File: config.mk
export PLATFORM = sky130hd
export DESIGN_NAME = sid_quad_responder
export DESIGN_NICKNAME = d
export VERILOG_FILES = /design/src/rtl/sid_pkg.sv /design/src/rtl/sid_hdr_decoder.sv /design/src/rtl/sid_id_store.sv /design/src/rtl/sid_nibble_driver.sv /design/src/rtl/sid_quad_responder.sv
export SDC_FILE = /design/constraint.sdc
export NUM_CORES = 2
export LEC_CHECK = 0
export ABC_AREA = 1
export BUFFER_PORTS_ARGS = -buffer_cell sky130_fd_sc_hd__buf_2
export CAP_MARGIN = 10
export CORE_ASPECT_RATIO = 0.7
export CORE_UTILIZATION = 47
export DETAILED_ROUTE_END_ITERATION = 8
export PLACE_DENSITY = 0.66
export SLEW_MARGIN = 15
export SYNTH_ARGS = -nofsm -noshare
export SYNTH_HDL_FRONTEND = slang
export SYNTH_HIERARCHICAL = 1
export SYNTH_SLANG_ARGS = --single-unit
File: constraint.sdc
create_clock -name clk -period 3.8 [get_ports clk]
set_input_delay 0.19 -clock clk [delete_from_list [all_inputs] [get_ports clk]]
set_output_delay 0.19 -clock clk [all_outputs]
set_load 0.02 [all_outputs]
File: src/rtl/sid_pkg.sv
`timescale 1ns/1ps
// Shared constants and the header phase type for the security ID responder.
package sid_pkg;
    localparam int NIB_W        = 4;
    localparam int BYTE_W       = 8;
    localparam int ADDR_W       = BYTE_W;
    localparam int ID_DEPTH     = 2 ** ADDR_W;
    localparam int HDR_NIBBLES  = 8;
    localparam int HDR_CNT_W    = $clog2(HDR_NIBBLES);
    localparam logic [BYTE_W-1:0] CMD_READ_SID = 8'h88;

    typedef enum logic [2:0] {
        PH_CMD,
        PH_ADDR,
        PH_DUMMY,
        PH_DATA,
        PH_IGNORE
    } sid_phase_e;
endpackage

File: src/rtl/sid_hdr_decoder.sv
`timescale 1ns/1ps
// Header decoder: counts SCK rising edges while selected, assembles the
// opcode and start address from nibble pairs, and walks the dummy clocks.
// Assumes sck/ce_n/sio_in are already synchronous to clk.
module sid_hdr_decoder
    import sid_pkg::*;
(
    input  logic                clk,
    input  logic                rst_n,
    input  logic                ce_n,
    input  logic                rise,
    input  logic [NIB_W-1:0]    sio_in,
    output sid_phase_e          phase,
    output logic [ADDR_W-1:0]   start_addr,
    output logic                hdr_done
);
    localparam logic [HDR_CNT_W-1:0] HDR_LAST = HDR_CNT_W'(HDR_NIBBLES - 1);

    logic [HDR_CNT_W-1:0] cnt;
    logic [NIB_W-1:0]     hi_nib;

    // Pulse on the last dummy rising edge: the data phase begins.
    assign hdr_done = rise && (phase == PH_DUMMY) && (cnt == HDR_LAST);

    // Header state: opcode, address and dummy tracking per rising edge.
    always_ff @(posedge clk) begin
        if (!rst_n || ce_n) begin
            phase      <= PH_CMD;
            cnt        <= '0;
            hi_nib     <= '0;
            start_addr <= '0;
        end else if (rise) begin
            case (phase)
                PH_CMD: begin
                    cnt <= cnt + 1'b1;
                    if (!cnt[0])
                        hi_nib <= sio_in;
                    else if ({hi_nib, sio_in} == CMD_READ_SID)
                        phase <= PH_ADDR;
                    else
                        phase <= PH_IGNORE;
                end
                PH_ADDR: begin
                    cnt <= cnt + 1'b1;
                    if (!cnt[0]) begin
                        hi_nib <= sio_in;
                    end else begin
                        start_addr <= {hi_nib, sio_in};
                        phase      <= PH_DUMMY;
                    end
                end
                PH_DUMMY: begin
                    cnt <= cnt + 1'b1;
                    if (cnt == HDR_LAST)
                        phase <= PH_DATA;
                end
                default: ;
            endcase
        end
    end
endmodule

File: src/rtl/sid_id_store.sv
`timescale 1ns/1ps
// ID storage: one synchronous write port for preloading and one
// asynchronous read port for the output driver. Contents are not reset.
module sid_id_store
    import sid_pkg::*;
(
    input  logic                clk,
    input  logic                wr_en,
    input  logic [ADDR_W-1:0]   wr_addr,
    input  logic [BYTE_W-1:0]   wr_data,
    input  logic [ADDR_W-1:0]   rd_addr,
    output logic [BYTE_W-1:0]   rd_data
);
    logic [BYTE_W-1:0] mem [ID_DEPTH];

    // Preload write.
    always_ff @(posedge clk) begin
        if (wr_en)
            mem[wr_addr] <= wr_data;
    end

    assign rd_data = mem[rd_addr];
endmodule

File: src/rtl/sid_nibble_driver.sv
`timescale 1ns/1ps
// Output driver: holds the read pointer and emits one nibble per SCK falling
// edge during the data phase, high nibble first. After the byte at
// LAST_ADDR it emits zeros until deselected.
module sid_nibble_driver
    import sid_pkg::*;
#(
    parameter logic [ADDR_W-1:0] LAST_ADDR = '1
) (
    input  logic                clk,
    input  logic                rst_n,
    input  logic                ce_n,
    input  logic                fall,
    input  logic                in_data,
    input  logic                load,
    input  logic [ADDR_W-1:0]   load_addr,
    input  logic [BYTE_W-1:0]   rd_data,
    output logic [ADDR_W-1:0]   rd_addr,
    output logic [NIB_W-1:0]    sio_out,
    output logic                sio_oe,
    output logic                exhausted
);
    logic                lo_next;
    logic [BYTE_W-1:0]   cur_byte;

    assign cur_byte = exhausted ? '0 : rd_data;

    // Pointer, nibble select, zero-fill flag and output register.
    always_ff @(posedge clk) begin
        if (!rst_n || ce_n) begin
            rd_addr   <= '0;
            lo_next   <= 1'b0;
            exhausted <= 1'b0;
            sio_out   <= '0;
            sio_oe    <= 1'b0;
        end else if (load) begin
            rd_addr   <= load_addr;
            lo_next   <= 1'b0;
            exhausted <= (load_addr > LAST_ADDR);
        end else if (fall && in_data) begin
            sio_oe  <= 1'b1;
            sio_out <= lo_next ? cur_byte[NIB_W-1:0] : cur_byte[BYTE_W-1:NIB_W];
            lo_next <= ~lo_next;
            if (lo_next) begin
                if (rd_addr == LAST_ADDR)
                    exhausted <= 1'b1;
                else
                    rd_addr <= rd_addr + 1'b1;
            end
        end
    end
endmodule

File: src/rtl/sid_quad_responder.sv
`timescale 1ns/1ps
// Top of the security ID read responder. Oversamples SCK with clk to find
// its edges, decodes the header, and streams ID bytes as nibbles.
// Assumes SCK is at most a quarter of the clk rate and inputs are synchronous.
module sid_quad_responder
    import sid_pkg::*;
#(
    parameter logic [ADDR_W-1:0] LAST_ADDR = '1
) (
    input  logic                clk,
    input  logic                rst_n,
    input  logic                sck,
    input  logic                ce_n,
    input  logic [NIB_W-1:0]    sio_in,
    input  logic                pre_we,
    input  logic [ADDR_W-1:0]   pre_addr,
    input  logic [BYTE_W-1:0]   pre_data,
    output logic [NIB_W-1:0]    sio_out,
    output logic                sio_oe
);
    logic                sck_q;
    logic                rise_edge;
    logic                fall_edge;
    sid_phase_e          phase;
    logic [ADDR_W-1:0]   start_addr;
    logic                hdr_done;
    logic [ADDR_W-1:0]   rd_addr;
    logic [BYTE_W-1:0]   rd_data;
    logic                exhausted;

    // Previous SCK sample for edge detection.
    always_ff @(posedge clk) begin
        if (!rst_n)
            sck_q <= sck;
        else
            sck_q <= sck;
    end

    assign rise_edge = sck & ~sck_q;
    assign fall_edge = ~sck & sck_q;

    sid_hdr_decoder u_hdr (
        .clk        (clk),
        .rst_n      (rst_n),
        .ce_n       (ce_n),
        .rise       (rise_edge),
        .sio_in     (sio_in),
        .phase      (phase),
        .start_addr (start_addr),
        .hdr_done   (hdr_done)
    );

    sid_id_store u_store (
        .clk     (clk),
        .wr_en   (pre_we),
        .wr_addr (pre_addr),
        .wr_data (pre_data),
        .rd_addr (rd_addr),
        .rd_data (rd_data)
    );

    sid_nibble_driver #(.LAST_ADDR(LAST_ADDR)) u_drv (
        .clk       (clk),
        .rst_n     (rst_n),
        .ce_n      (ce_n),
        .fall      (fall_edge),
        .in_data   (phase == PH_DATA),
        .load      (hdr_done),
        .load_addr (start_addr),
        .rd_data   (rd_data),
        .rd_addr   (rd_addr),
        .sio_out   (sio_out),
        .sio_oe    (sio_oe),
        .exhausted (exhausted)
    );
endmodule

## Word level (Yosys, flattened, before mapping)

Memories as Yosys holds them, arrays and structs flattened. A register that Yosys moved wholly into a read port is not among the register bits.
Cells that the tools add are included.

| storage, ports and cells | value |
|---|---|
| word-level logic and storage cells | 70 |
| output and inout port bits | 5 |
| memories | 1 |
| ROM bits | 0 |
| bits in writable memories | 2,048 |
| bits in latches | 0 |
| input bits | 25 |
| register bits after elaboration | 34 |

| cells by class | value |
|---|---|
| mux-type cells | 19 |
| shift-type cells | 0 |
| bitwise operators | 7 |
| add/sub/neg operators | 2 |
| equality and inequality tests | 10 |
| divide/modulo/power cells | 0 |
| $mul | 0 |
| reductions and logical operators | 20 |
| magnitude comparators | 1 |

Memory list:

| name | words | width | read ports | clocked after Yosys merged registers in | wr ports | line | RTL |
|---|---|---|---|---|---|---|---|
| u_store.mem | 256 | 8 | 1 | 1 | 1 | sid_id_store.sv:14 | `logic [BYTE_W-1:0] mem [ID_DEPTH];` |

Operators by type and width:

| cell | count |
|---|---|
| 2-to-1 mux 8 bit | 7 |
| == test 8 bit (second input constant) | 2 |
| 2-to-1 mux 3 bit | 4 |
| AND reduction 3 bit | 4 |
| one-hot mux 3 bit (3 select lines) | 1 |
| adder 8 x 1 -> 8 bit (second input constant) | 1 |
| > comparator 8 bit (second input constant) | 1 |
| == test 3 x 2 -> 1 bit (second input constant) | 2 |
| 2-to-1 mux 1 bit | 6 |
| nonzero test 2 bit | 3 |
| inverter 1 bit | 5 |
| AND reduction 5 bit | 1 |
| 2-to-1 mux 4 bit | 1 |
| != test 2 x 1 -> 1 bit (second input constant) | 2 |
| != test 2 bit (second input constant) | 2 |
| AND reduction 2 bit | 2 |
| OR reduction 2 bit | 2 |
| adder 3 x 1 -> 3 bit (second input constant) | 1 |
| == test 3 x 1 -> 1 bit (second input constant) | 1 |
| == test 3 bit (second input constant) | 1 |
| logical AND 1 bit | 3 |
| logical NOT 3 bit | 1 |
| nonzero test 3 bit | 1 |
| OR reduction 3 bit | 1 |
| 3 further kinds | 4 |

## Depth between registers and ports, before layout

| depth | value |
|---|---|
| depth after elaboration | 8 |
| depth in mapped cells | 19 |

## By module

The synthesis kept the hierarchy.

Modules (own cells, without submodules):

| module | instances | area each (um^2) | cells each |
|---|---|---|---|
| sid_id_store | 1 | 83,236.1 | 6,995 |
| sid_nibble_driver | 1 | 929.6 | 136 |
| sid_hdr_decoder | 1 | 854.6 | 109 |
| sid_quad_responder | 1 | 42.5 | 7 |

## Worst setup path before layout

Ideal clock, no wire load.

| timing | value |
|---|---|
| path kind | register -> register |
| from | register u_drv/rd_addr[2] (netlist name) |
| to | register u_drv.sio_out[0] |
| path slack | 1,843 ps |
| setup time | 70 ps |
| stages on the path, launching flop included | 16 |
| clock period less this slack | 1,957 ps |
| arrival | 1,888 ps |
| cell sequence | dfxtp_1 > buf_2 > clkbuf_1 > clkbuf_1 > nand3_1 > nand3_1 > nand3_1 > nand3_1 > nand3_1 > nand2_1 > nand2_1 > nand2_1 > nand2_1 > nand2_1 > nand2_1 > a21oi_1 |

RTL lines:

| item | line | RTL |
|---|---|---|
| to (signal assigned) | sid_nibble_driver.sv:42 | `sio_out <= lo_next ? cur_byte[NIB_W-1:0] : cur_byte[BYTE_W-1:NIB_W];` |
| to (decl) | sid_nibble_driver.sv:19 | `output logic [NIB_W-1:0] sio_out,` |

==> metrics.cfg <==
[cts]
htree_levels=4
cts.reportedPaths.clkPinSlew_ns=0.07
cts_resized=0
numCtsBuffers=185
cts_buffer_depth=3
cts_tree=yes
clock-sinks=2082
insertion_delay_ns=0.82
clock-root-buffer=clkbuf_16
cts_setup_buffers=0
hold_buffers=21

[timing]
rsz0062_at_grt=false
tns_ns=0
setup_violations=0
period_share_pct=94.74
max_slew_margin_pct=14.17
tightest_slew_ns=1.284
finalMaxSlewViolations=0
fin_crit_ns=3.600
fin_skew_ns=0.01894
hold_viol=0
fmax_mhz=277.8

[grt]
grt_pass1_vias=53040
grt_overflow=0
grt_pass1_wl_mm=347.6
grt_antenna_before_repair=11
grt_start_max_net_pins=133
grtUsageTotal_pct=25.60

[flow_run]
cap_violations=0

[yosys]
synth_top_area_share_pct=72.30
synth_top_area_cell=edfxtp_1
ys_seq_elements=2082
seq_area_frac_synth_pct=73.10
synthCells=7247
syn_nets=7275
ys.flop_type=edfxtp_1
synth_area_mm2=0.08506
synthArstFlopShare_pct=0
avgSynthCellArea_um2=11.74
ys_top_cells_by_area=edfxtp_1 (72%), nand3_1 (12%), nand2_1 (9.6%)
synth-edff-count=2048
synth_cell_types=36
yosysWarningCount=6

[placed_design]
gp_congestion=0.9120
port_buffers=29
place_hpwl_mm=137.2

[power_and_ir_drop]
swShare_pct=20.11
pwr-share-comb_pct=1.6
intPower_mw=35.46
fin_total_pwr_mw=44.38
switchingPower_mw=8.925
leakage_nw=32.32
p_seq_share_pct=56.9
clkPwrFrac_pct=41.5
power_density_mw_per_mm2=471.7
ir_worst_vdd_mv=0.5770

[route]
drt_wl_total_mm=235.9
wl_per_cell_um=24.24
drc=0
drtPass1Iterations=7
drtIter0Drc=8484
vias=57450
vias_per_cell=5.901
ant_nets=0

[setup_path]
path_buf_inv=2
crit_path_start_kind=register
cpMostUsedCell=nand2_1
path_cells=inv_16 -> buf_4 -> nand2_1 -> nand3_1 -> nand3_1 -> nand3_1 -> nand3_1 -> nand3_1 -> nand3_1 -> nand2_1 -> nand2_1 -> nand2_1 -> nand2_1 -> nand2_1 -> nand2_1 -> a21oi_1
crit_slowest_cell=buf_4
cp_top_family=simple AND/OR/NAND/NOR gates
critPathLaunch=u_drv/rd_addr[0]
crit_path_max_incr_delay_ns=0.47
cp.required_ns=4.55
arrival_ns=4.35
crit_type=register to register
critPathMaxFanout=77
cp-end-kind=register
r2r-start=u_drv/rd_addr[0]

[floorplanning]
io_pins=30
start_util_pct=47.37
die_y_um=357.9
fp-row-count=130
fp.dieW_um=510.5
core-area_mm2=0.1796
design.die.area_mm2=0.1827

[final_layout]
nFillCells=15110
multi_input_area_mm2=0.02013
nets=7234
syn_to_final_growth_pct=10.61
seq_area_mm2=0.06220
layout-drive-gt1-share_pct=7.261

[status]
outcome=finished, final reports clean

[worst_hold_path]
hold_class=primary input to register
min_from=pre_addr[6]

==> routing by layer <==
metal / routed length [um] / GRT usage [%] / share of wire, %
met5: 212 / 0.7459 / 0.090
met4: 6797 / 8.461 / 2.9
met2: 100400 / 36.10 / 43
met1: 99190 / 38.39 / 42
met3: 29350 / 6.570 / 12
==> cell type report <==
cell class | count | area share (%)
multi-input combinational | 4606 | 21.40
clock buffer | 250 | 5.399
antenna | 4 | 0.01064
inverter | 72 | 0.3245
clock inverter | 85 | 0.7780
sequential | 2082 | 66.11
timing repair buffer | 259 | 2.822
tap | 2376 | 3.160
==> worst reg2reg max path: stages, from the launching register on <==
cell and delay (ns):
dfxtp_4 0.46, inv_16 0.42, buf_4 0.55, nand2_1 0.11, nand3_1 0.09, nand3_1 0.09
nand3_1 0.23, nand3_1 0.22, nand3_1 0.15, nand3_1 0.42, nand2_1 0.19, nand2_1 0.14
nand2_1 0.13, nand2_1 0.06, nand2_1 0.07, nand2_1 0.05, a21oi_1 0.15
==> cell families (layout without fill, tap and decap cells) <==
family	Yosys count	in the layout	share of synthesized area, %
AOI/OAI and AO/OA	42	42	0.3060
buffers and inverters	559	666	3.243
other	0	4	0
and+or+nand+nor	4558	4558	23.28
xor gates and xnor gates	2	2	0.02060
adders and majority gates	3	3	0.04413
DFF	2082	2082	73.10
muxes	1	1	0.01177
==> cells in the final DEF (no fill, tap or decap), drive strengths merged <==
master	synthesis	routed
nand3	2036	2036
dlygate4sd3	0	21
nor3	3	3
ha	3	3
mux2i	1	1
clkinvlp	0	6
nor4	1	1
diode	0	4
o21ai	19	19
buf	375	238
dfxtp	34	34
bufinv	0	11
nand2	2187	2187
nand4	2	2
nor2	329	329
a21oi	21	21
xor2	1	1
o211ai	2	2
xnor2	1	1
clkinv	1	60
clkbuf	112	250
edfxtp	2048	2048
inv	71	80
==> power groups by stage <==
| stage | sequential [mW] | combinational [mW] | clock, mW |
|---|---|---|---|
| 3_5_place_dp | 25.8 | 0.668 | 0 |
| 5_1_grt | 25.2 | 0.726 | 19.4 |
| 4_1_cts | 25.3 | 0.684 | 18.6 |
| 6_report | 25.3 | 0.692 | 18.4 |
| 3_3_place_gp | 25.8 | 0.652 | 0 |
| 2_1_floorplan | 25.8 | 0.0969 | 0 |
==> stage by stage <==
step	cell area (um2)	hold WS, ns	instances	setup slack, ns	util [%]
3_5_place_dp	88050	0.3279	9374	0.4698	49.03
5_1_grt	94080	0.1750	9733	0.1740	52.39
6_report	94080	0.1394	9734	0.1999	52.39
2_1_floorplan	85060	0.2177	7247	1.843	-
3_3_place_gp	88050	0.3201	9374	0.3940	49.03
4_1_cts	94070	0.05239	9730	0.4500	52.39
==> path summary, 6_finish.rpt <==
path	end	slack [ns]	cells past startpoint
hold reg to reg	u_drv/exhausted	0.48	2
setup reg to reg	u_drv/sio_out[2]	0.20	16
setup / recovery	u_drv/sio_out[2]	0.20	16
hold / removal	u_store/mem[8][5]	0.14	4
==> sequential cells by signal, indices dropped and copies added (netlist names) <==
| name | count |
|---|---|
| u_hdr/phase | 3 |
| sck_q | 1 |
| u_drv/lo_next | 1 |
| u_drv/rd_addr | 8 |
| u_hdr/cnt | 3 |
| u_drv/sio_oe | 1 |
| u_hdr/hi_nib | 4 |
| u_drv/sio_out | 4 |
| u_hdr/start_addr | 8 |
| u_drv/exhausted | 1 |
| u_store/mem | 2048 |
==> synthesized netlist by cell type (4+ instances only) <==
master    count
dfxtp_1      34
a21oi_1      18
inv_1        63
inv_2         7
buf_6        16
nand3_1    2034
edfxtp_1   2048
buf_1        40
o21ai_0      10
buf_2       270
nor2_1      322
o21ai_2       7
buf_4        47
nor2_4        4
clkbuf_1    112
nand2_1    2181
No activity file was read; power rests on OpenSTA's default activity.
